`config.mk`:
```
export PLATFORM = sky130hd
export DESIGN_NAME = step_core
export DESIGN_NICKNAME = d
export VERILOG_FILES = /design/src/rtl/step_pkg.sv /design/src/rtl/step_decode.sv /design/src/rtl/step_regfile.sv /design/src/rtl/step_alu.sv /design/src/rtl/step_core.sv
export SDC_FILE = /design/constraint.sdc
export NUM_CORES = 2
export LEC_CHECK = 0
export BUFFER_PORTS_ARGS = -buffer_cell sky130_fd_sc_hd__buf_4
export CORE_MARGIN = 3
export CORE_UTILIZATION = 35
export DETAILED_ROUTE_END_ITERATION = 8
export GPL_ROUTABILITY_DRIVEN = 0
export PLACE_DENSITY = 0.49
export SLEW_MARGIN = 10
export SYNTH_ARGS = -nofsm -noshare
export SYNTH_HDL_FRONTEND = slang
export SYNTH_SLANG_ARGS = --single-unit
```
`constraint.sdc`:
```
create_clock -name clk -period 8.15 [get_ports clk]
set_input_delay 1.2225 -clock clk [delete_from_list [all_inputs] [get_ports clk]]
set_output_delay 1.2225 -clock clk [all_outputs]
set_load 0.05 [all_outputs]
```
`src/rtl/step_pkg.sv`:
```
// Shared opcode values, field widths and control types for the core.
// Assumes a fixed 32-bit instruction word with a 4-bit opcode on top.
package step_pkg;

    localparam int INSTR_W = 32;
    localparam int FIELD_W = 8;
    localparam int IMM_W   = 20;
    localparam int FUNC_W  = 4;

    localparam logic [3:0] OP_LDC  = 4'd0;
    localparam logic [3:0] OP_LDPC = 4'd1;
    localparam logic [3:0] OP_ALU  = 4'd2;
    localparam logic [3:0] OP_JZ   = 4'd3;
    localparam logic [3:0] OP_LD   = 4'd4;
    localparam logic [3:0] OP_ST   = 4'd5;
    localparam logic [3:0] OP_HALT = 4'd15;

    localparam logic [FUNC_W-1:0] FN_ADD = 4'd0;
    localparam logic [FUNC_W-1:0] FN_SUB = 4'd1;
    localparam logic [FUNC_W-1:0] FN_AND = 4'd2;
    localparam logic [FUNC_W-1:0] FN_OR  = 4'd3;
    localparam logic [FUNC_W-1:0] FN_XOR = 4'd4;
    localparam logic [FUNC_W-1:0] FN_SLT = 4'd5;
    localparam logic [FUNC_W-1:0] FN_SEQ = 4'd6;

    typedef enum logic [1:0] {
        WB_IMM = 2'd0,
        WB_PC  = 2'd1,
        WB_ALU = 2'd2,
        WB_MEM = 2'd3
    } wb_sel_e;

    typedef struct packed {
        logic    rf_we;
        wb_sel_e wsel;
        logic    mem_we;
        logic    is_jz;
        logic    is_halt;
    } ctrl_t;

endpackage

```
`src/rtl/step_decode.sv`:
```
// Instruction decoder: splits the word into register indices, function
// code and immediate, and produces the control bundle.
// Assumes opcodes 6..14 are no-operations (all controls low).
module step_decode
    import step_pkg::*;
(
    input  logic [INSTR_W-1:0] instr,
    output ctrl_t              ctrl,
    output logic [FIELD_W-1:0] rd_idx,
    output logic [FIELD_W-1:0] ra_idx,
    output logic [FIELD_W-1:0] rb_idx,
    output logic [FUNC_W-1:0]  func,
    output logic [IMM_W-1:0]   imm
);

    logic [3:0] op;
    logic       fields_shifted;

    assign op     = instr[31:28];
    assign rd_idx = instr[27:20];
    assign func   = instr[3:0];
    assign imm    = instr[19:0];

    // Jump and store read their operands one field further up.
    assign fields_shifted = (op == OP_JZ) || (op == OP_ST);
    assign ra_idx = fields_shifted ? instr[27:20] : instr[19:12];
    assign rb_idx = fields_shifted ? instr[19:12] : instr[11:4];

    // Control generation per opcode.
    always_comb begin
        ctrl = '0;
        case (op)
            OP_LDC:  begin ctrl.rf_we = 1'b1; ctrl.wsel = WB_IMM; end
            OP_LDPC: begin ctrl.rf_we = 1'b1; ctrl.wsel = WB_PC;  end
            OP_ALU:  begin ctrl.rf_we = 1'b1; ctrl.wsel = WB_ALU; end
            OP_LD:   begin ctrl.rf_we = 1'b1; ctrl.wsel = WB_MEM; end
            OP_ST:   ctrl.mem_we  = 1'b1;
            OP_JZ:   ctrl.is_jz   = 1'b1;
            OP_HALT: ctrl.is_halt = 1'b1;
            default: ctrl = '0;
        endcase
    end

endmodule

```
`src/rtl/step_regfile.sv`:
```
// Register file with two combinational read ports and one write port.
// Assumes NREG <= 2**IDX_W; indices at or above NREG read zero and
// writes to them are dropped. Synchronous active-low reset clears all.
module step_regfile #(
    parameter int NREG   = 16,
    parameter int DATA_W = 32,
    parameter int IDX_W  = 8
) (
    input  logic              clk,
    input  logic              rst_n,
    input  logic              we,
    input  logic [IDX_W-1:0]  waddr,
    input  logic [DATA_W-1:0] wdata,
    input  logic [IDX_W-1:0]  raddr_a,
    output logic [DATA_W-1:0] rdata_a,
    input  logic [IDX_W-1:0]  raddr_b,
    output logic [DATA_W-1:0] rdata_b
);

    logic [DATA_W-1:0] regs [NREG];

    for (genvar g = 0; g < NREG; g++) begin : g_reg
        // One storage word: cleared on reset, loaded on a matching write.
        always_ff @(posedge clk) begin
            if (!rst_n)
                regs[g] <= '0;
            else if (we && (waddr == IDX_W'(g)))
                regs[g] <= wdata;
        end
    end

    // Port A selection; unmatched indices yield zero.
    always_comb begin
        rdata_a = '0;
        for (int i = 0; i < NREG; i++)
            if (raddr_a == IDX_W'(i)) rdata_a = regs[i];
    end

    // Port B selection; unmatched indices yield zero.
    always_comb begin
        rdata_b = '0;
        for (int i = 0; i < NREG; i++)
            if (raddr_b == IDX_W'(i)) rdata_b = regs[i];
    end

endmodule

```
`src/rtl/step_alu.sv`:
```
// Combinational ALU for the register-register operation.
// Assumes operands are two's complement for the less-than compare;
// unused function codes return zero.
module step_alu
    import step_pkg::*;
#(
    parameter int DATA_W = 32
) (
    input  logic [DATA_W-1:0] a,
    input  logic [DATA_W-1:0] b,
    input  logic [FUNC_W-1:0] func,
    output logic [DATA_W-1:0] y
);

    localparam logic [DATA_W-1:0] ONE = DATA_W'(1);

    // Result selection by function code.
    always_comb begin
        case (func)
            FN_ADD:  y = a + b;
            FN_SUB:  y = a - b;
            FN_AND:  y = a & b;
            FN_OR:   y = a | b;
            FN_XOR:  y = a ^ b;
            FN_SLT:  y = ($signed(a) < $signed(b)) ? ONE : '0;
            FN_SEQ:  y = (a == b) ? ONE : '0;
            default: y = '0;
        endcase
    end

endmodule

```
`src/rtl/step_core.sv`:
```
// Single-cycle core top: PC and halt state, fetch, decode, register
// read, ALU, write-back and next-PC choice, all within one clock.
// Assumes both memories answer combinationally; the data memory
// captures a store at the rising edge closing the store cycle.
module step_core
    import step_pkg::*;
#(
    parameter int DATA_W = 32,
    parameter int NREG   = 16
) (
    input  logic               clk,
    input  logic               rst_n,
    output logic [DATA_W-1:0]  imem_addr,
    input  logic [INSTR_W-1:0] imem_data,
    output logic [DATA_W-1:0]  dmem_addr,
    output logic               dmem_we,
    output logic [DATA_W-1:0]  dmem_wdata,
    input  logic [DATA_W-1:0]  dmem_rdata,
    output logic               halted
);

    localparam logic [DATA_W-1:0] PC_STEP = DATA_W'(1);

    logic [DATA_W-1:0]  pc, pc_next;
    logic               halt_q;
    ctrl_t              ctrl;
    logic [FIELD_W-1:0] rd_idx, ra_idx, rb_idx;
    logic [FUNC_W-1:0]  func;
    logic [IMM_W-1:0]   imm;
    logic [DATA_W-1:0]  rdata_a, rdata_b, alu_y, wb_data;
    logic               rf_we;

    step_decode u_dec (
        .instr  (imem_data),
        .ctrl   (ctrl),
        .rd_idx (rd_idx),
        .ra_idx (ra_idx),
        .rb_idx (rb_idx),
        .func   (func),
        .imm    (imm)
    );

    step_regfile #(.NREG(NREG), .DATA_W(DATA_W), .IDX_W(FIELD_W)) u_rf (
        .clk     (clk),
        .rst_n   (rst_n),
        .we      (rf_we),
        .waddr   (rd_idx),
        .wdata   (wb_data),
        .raddr_a (ra_idx),
        .rdata_a (rdata_a),
        .raddr_b (rb_idx),
        .rdata_b (rdata_b)
    );

    step_alu #(.DATA_W(DATA_W)) u_alu (
        .a    (rdata_a),
        .b    (rdata_b),
        .func (func),
        .y    (alu_y)
    );

    assign imem_addr  = pc;
    assign halted     = halt_q;
    assign dmem_addr  = rdata_a;
    assign dmem_wdata = rdata_b;
    assign dmem_we    = ctrl.mem_we && !halt_q;
    assign rf_we      = ctrl.rf_we && !halt_q;

    // Write-back source selection.
    always_comb begin
        case (ctrl.wsel)
            WB_IMM:  wb_data = {{(DATA_W-IMM_W){1'b0}}, imm};
            WB_PC:   wb_data = pc;
            WB_ALU:  wb_data = alu_y;
            default: wb_data = dmem_rdata;
        endcase
    end

    // Next-PC choice: hold on halt, register target on zero test, else step.
    always_comb begin
        if (halt_q || ctrl.is_halt)
            pc_next = pc;
        else if (ctrl.is_jz && (rdata_a == '0))
            pc_next = rdata_b;
        else
            pc_next = pc + PC_STEP;
    end

    // Architectural PC and halt flag.
    always_ff @(posedge clk) begin
        if (!rst_n) begin
            pc     <= '0;
            halt_q <= 1'b0;
        end else begin
            pc     <= pc_next;
            halt_q <= halt_q || ctrl.is_halt;
        end
    end


    pc_step_chk: assert property (@(posedge clk) disable iff (!rst_n)
        (!halt_q && !ctrl.is_jz && !ctrl.is_halt) |=> (pc == $past(pc) + PC_STEP));


    jz_taken_chk: assert property (@(posedge clk) disable iff (!rst_n)
        (!halt_q && ctrl.is_jz && (rdata_a == '0)) |=> (pc == $past(rdata_b)));


    halt_hold_chk: assert property (@(posedge clk) disable iff (!rst_n)
        (halt_q || ctrl.is_halt) |=> (halt_q && $stable(pc)));


    halt_quiet_chk: assert property (@(posedge clk) disable iff (!rst_n)
        halt_q |-> (!rf_we && !dmem_we));


    store_excl_chk: assert property (@(posedge clk) disable iff (!rst_n)
        !(rf_we && dmem_we));

endmodule

```
Word-level counts from Yosys, hierarchy flattened

Memories as Yosys holds them, arrays and structs flattened.
Index checks and enable logic that the tools add are counted.

Word-level logic and storage cells: 223
Register bits: 33
Memories: 1
Output and inout bits: 98
Bits of input ports: 66
Bits in writable memories: 512

Reductions and logical operators: 29
Magnitude comparators: 1
Bitwise logic cells: 19
Multiplexer cells: 108
$add $sub $neg: 3
Equal/unequal tests: 60

Memory list:

| name      | words | bits a word | rd ports | clocked after Yosys merged registers in | write ports | line               | text |
|---|---|---|---|---|---|---|---|
| u_rf.regs | 16    | 32          | 16       | 0                                       | 16          | step_regfile.sv:20 | `logic [DATA_W-1:0] regs [NREG];` |

Operator list:

| kind                                                             | count |
|---|---|
| 32-bit two-way mux                                               | 49 |
| 32-bit one-hot mux with 7 select lines                           | 1 |
| 8-bit by 4-bit == test with 1-bit output (second input constant) | 24 |
| 8-bit by 3-bit == test with 1-bit output (second input constant) | 12 |
| 32-bit one-hot mux with 3 select lines                           | 1 |
| 1-bit two-way mux                                                | 54 |
| 8-bit by 2-bit == test with 1-bit output (second input constant) | 6 |
| 32-bit by 1-bit adder with 32-bit output (second input constant) | 1 |
| 32-bit adder                                                     | 1 |
| 32-bit AND                                                       | 1 |
| 32-bit == test                                                   | 1 |
| 32-bit logical NOT                                               | 1 |
| 32-bit < comparator                                              | 1 |
| 32-bit OR                                                        | 1 |
| 32-bit subtractor                                                | 1 |
| 32-bit XOR                                                       | 1 |
| 8-bit by 1-bit == test with 1-bit output (second input constant) | 3 |
| 8-bit logical NOT                                                | 3 |
| 4-bit by 3-bit == test with 1-bit output (second input constant) | 5 |
| 1-bit logical AND                                                | 19 |
| 4-bit by 2-bit == test with 1-bit output (second input constant) | 4 |
| 8-bit two-way mux                                                | 2 |
| 1-bit OR                                                         | 16 |
| 3-bit one-hot mux with 4 select lines                            | 1 |
| other kinds (8)                                                  | 11 |

Longest topological paths before layout

Depth after elaboration: 25
Gate-level depth with buffers: 31
Depth with buffers taken out: 25

Hierarchy

Synthesis repeated with hierarchy kept, for this count alone.

Cell total of the unflattened synthesis: 3,692
Area, all modules: 38,117.8 um^2

Modules (own cells, without submodules):

| module       | area each (um^2) | seq. area each (um^2) | cells each | times used |
|---|---|---|---|---|
| step_regfile | 29,313.1         | 15,374.7              | 2,483      | 1 |
| step_alu     | 5,112.4          | 0.0                   | 772        | 1 |
| step_core    | 3,166.8          | 660.6                 | 373        | 1 |
| step_decode  | 525.5            | 0.0                   | 64         | 1 |

Least setup slack after synthesis

Ideal clock, no wire load.

Path type: input to register
Start point: in imem_data[8]
End point: mem u_rf.regs[10][20], in the netlist u_rf.regs[1][84], data pin
Path buffers: 4
Path slack: -0.108 ns
Data required time: 7.885 ns
Stages on the path: 27
Arrival time: 7.993 ns
Library setup time: 0.265 ns
Cells stage by stage: or4_1 > buf_2 > or3_1 > mux2_2 > clkbuf_1 > nor2_1 > a221oi_1 > a21oi_1 > a21oi_1 > o21ai_0 > inv_1 > ha_1 > clkbuf_1 > inv_1 > o21bai_1 > a21oi_1 > o21ai_0 > a211oi_1 > o21ai_0 > a31oi_1 > o31ai_2 > mux2i_1 > o41ai_1 > o221ai_1 > a222oi_1 > buf_6 > nor2_1

RTL lines:

| element            | line               | text |
|---|---|---|
| start: declaration | step_core.sv:14    | `input logic [INSTR_W-1:0] imem_data,` |
| end: declaration   | step_regfile.sv:20 |  |

==> impl_metrics.ini <==
[status]
run_status = finished, final reports clean

[drt]
drt-total-wl_um = 202000
top_layer = met5
dr.pass1.iters = 9
route.detailed.wl_per_inst_um = 37.4
vias_per_cell = 6.78
antenna_viol_nets_final = 0
route.layer.met1.wl_um = 71900
drc = 0
num_vias = 36544
route.met3.wl_um = 26000
wl_met2_um = 84600
detail_route.iter0.violations = 6870

[timing]
maximum_frequency_from_static_timing_analysis_mhz = 124
finalSetupViolations = 0
final_max_slew_viols = 0
timing.clock.skew_ps = 43.8
setup_repair_after_global_routing_missed_its_margin = false
max_slew.worst_pin.slew_ps = 1130
finalCritPeriodShare_pct = 99.3
slew_headroom_pct = 24.4
shortest_period_the_worst_path_allows_ps = 8100
setup-tns-final_ps = 0
hold_viol = 0

[setup_path]
start_kind = primary input
cpPeakStageDelay_ps = 810
worstSetupEndpointType = flip-flop
critical_path.slowest_cell = sky130_fd_sc_hd__a222oi_1
worst-setup-path-type = primary input to flip-flop
timing.critical_path.mode_cell = sky130_fd_sc_hd__buf_4
worstPathMaxFanout = 16
timing.critical_path.required_ps = 8540
cp_data_arrival_time_ps = 8480

[logic_synthesis]
yosys-top-cells-area = sky130_fd_sc_hd__edfxtp_1 (45%), sky130_fd_sc_hd__nor2_1 (7.3%), sky130_fd_sc_hd__a21oi_1 (3.9%)
yosysWarnings = 0
synth.most_common_cell = sky130_fd_sc_hd__nor2_1
library_cell_occupying_the_most_area_in_the_post_synthesis_netlist = sky130_fd_sc_hd__edfxtp_1
netlist-cell-type-count = 101
synth_nets = 3892
async_reset_ff_share_pct = 0
ys_top_cells_by_count = sky130_fd_sc_hd__nor2_1 (669), sky130_fd_sc_hd__edfxtp_1 (512), sky130_fd_sc_hd__nand2_1 (289)
syn-instance-count = 3723
synth.ff_latch_count = 545
synth_top_area_share_pct = 44.7
syn_avg_cell_area_um2 = 9.24
synth.yosys.seq_area_share_pct = 46.6
synth_flop_cell = sky130_fd_sc_hd__edfxtp_1
synth.cell_area_mm2 = 0.0344
synth-edff-count = 512

[grt]
gr-total-overflow = 0
grt_pass1_wl_um = 275000
globalRouteTotalUtil_pct = 38.0
antenna_found_initial = 8
grt_max_degree = 53
first_global_vias = 34189

[clocking]
root_buffer = sky130_fd_sc_hd__clkbuf_16
cts-root-to-sink-buffers = 3
htree_levels = 2
clock-sinks = 545
clk_pin_slew_ps = 60
tritoncts_clock_tree = done
clk-insertion-delay-late_ps = 680
number_of_buffers_created_by_cts = 60

[die]
core_area_mm2 = 0.0970
num_io_pins = 164
die_w_um = 319
die_ht_um = 319
placementRows = 114
initial_util_pct = 35.4
floorplan_die_area_mm2 = 0.102

[finish]
layout-drive-gt1-share_pct = 19.4
n_fill_cell = 9550
synthToLayoutAreaGrowth_pct = 22.0
final_cell_area_mm2 = 0.0419
stdcell_count = 5387
finalCoreUtilization_pct = 43.2
area_of_the_multi_input_gates_mm2 = 0.0172
regArea_mm2 = 0.0160
finalNetCount = 4228

[place]
place_hpwl_um = 139000
place.port_buffers = 163
detailed_place.area_mm2 = 0.0399
dpl.cell_count = 5269

[pwr]
switching_power_w = 0.00215
netSwitchingFraction_pct = 29.5
pwr-share-comb_pct = 17.0
cellInternalPower_w = 0.00514
static-leakage-power_nw = 15.5
p_seq_share_pct = 44.1
clkPwrFrac_pct = 38.9
irDropWorstVdd_v = 0.000172
totalPowerFinal_w = 0.00729
power_per_cell_area_mw_per_mm2 = 174

[run]
max_cap_viol_count = 0

[hold_path]
hold_class = flip-flop to flip-flop
[critical path, delay by kind of cell]
kind            cells  cell delay (ps)
fa+ha+maj           1              350
compound gates     11             3630
simple gates        7             1680
buf+inv             6             1390
mux                 1              150
[layer usage]
metal	global-route usage [%]	vias up
met3	10.5	820
met4	29.5	10
met2	56.6	3271
li1	-	14816
met5	0	-
met1	46.8	17627
[cells by family (layout without fill, tap and decap cells)]
kind of cell,after synthesis,after routing,synth area share [%]
XOR/XNOR,21,21,0.611
other,0,4,0
buffers and inverters,411,795,4.84
AND/OR/NAND/NOR,1406,1406,18.1
multiplexers,75,75,2.27
adder cells (fa/ha/maj),104,104,3.80
AO/OA/AOI/OAI,1161,1161,23.7
flip-flops,545,545,46.6
[what timing repair did]
item | in CTS | in global routing
hold buffers | 0 | 0
gates resized for setup | 0 | 3
setup buffers | 0 | 3
endpoints found under the setup margin | 0 | 16
[final cells by class]
| cell class | instances | area share (%) |
|---|---|---|
| antenna | 4 | 0.0239 |
| sequential | 545 | 38.2 |
| clock inverter | 39 | 0.940 |
| clock buffer | 71 | 3.73 |
| inverter | 104 | 0.931 |
| timing repair buffer | 581 | 11.2 |
| multi-input combinational | 2767 | 41.1 |
| tap | 1276 | 3.81 |
[metrics by stage]
| stage | worst slack, ps | hold slack, ps |
|---|---|---|
| 6_report | 54.9 | 578 |
| 5_1_grt | 1.85 | 611 |
| 4_1_cts | 172 | 576 |
| 3_5_place_dp | -455 | 566 |
| 3_3_place_gp | -505 | 557 |
| 2_1_floorplan | 23.1 | 725 |
[power by group through the flow]
stage / Combinational [W] / Clock (W) / Sequential (W)
4_1_cts: 0.00119 / 0.00283 / 0.00321
2_1_floorplan: 0.000592 / 0 / 0.00325
6_report: 0.00124 / 0.00283 / 0.00321
5_1_grt: 0.00127 / 0.00295 / 0.00321
3_5_place_dp: 0.00119 / 0 / 0.00326
3_3_place_gp: 0.00119 / 0 / 0.00327
[final timing paths]
path / from / endpoint / slack, ps / cells past startpoint
max: imem_data[8] / u_rf.regs[1][180] / 50 / 26
min: imem_addr[15] / imem_addr[15] / 580 / 2
max reg2reg: u_rf.regs[0][143] / u_rf.regs[1][180] / 1870 / 20
min reg2reg: imem_addr[15] / imem_addr[15] / 580 / 2
[registers in the layout (all words and copies together), names as in the netlist]
register   count
halted         1
u_rf.regs    512
imem_addr     32
[placed cells by master (no fill, tap or decap), types with 22 or more instances in the layout]
cell                        netlist  final
sky130_fd_sc_hd__a221oi_1        89     85
sky130_fd_sc_hd__o22ai_1         44     41
sky130_fd_sc_hd__a31oi_1         28     27
sky130_fd_sc_hd__nor2_1         669    663
sky130_fd_sc_hd__ha_1           102    102
sky130_fd_sc_hd__edfxtp_1       512    512
sky130_fd_sc_hd__a22o_1          38     38
sky130_fd_sc_hd__nor3_1         101     99
sky130_fd_sc_hd__a22oi_1        115    115
sky130_fd_sc_hd__a211oi_1        30     29
sky130_fd_sc_hd__o21bai_1        23     23
sky130_fd_sc_hd__o211ai_1        42     42
sky130_fd_sc_hd__inv_1          102    102
sky130_fd_sc_hd__nand2b_1        29     29
sky130_fd_sc_hd__a21o_1          22     22
sky130_fd_sc_hd__nand3_1        115    101
sky130_fd_sc_hd__or3_1           28     28
sky130_fd_sc_hd__nand2_1        289    285
sky130_fd_sc_hd__mux2i_1         53     52
sky130_fd_sc_hd__buf_4            7    551
sky130_fd_sc_hd__and3_1          32     32
sky130_fd_sc_hd__nand4_1         30     30
sky130_fd_sc_hd__clkbuf_16        0     61
sky130_fd_sc_hd__a21oi_1        265    263
sky130_fd_sc_hd__a222oi_1        62     62
sky130_fd_sc_hd__buf_12           0     28
sky130_fd_sc_hd__o21ai_0        185    166
sky130_fd_sc_hd__dfxtp_1         33     33
Power figures use the tool's default switching activity.
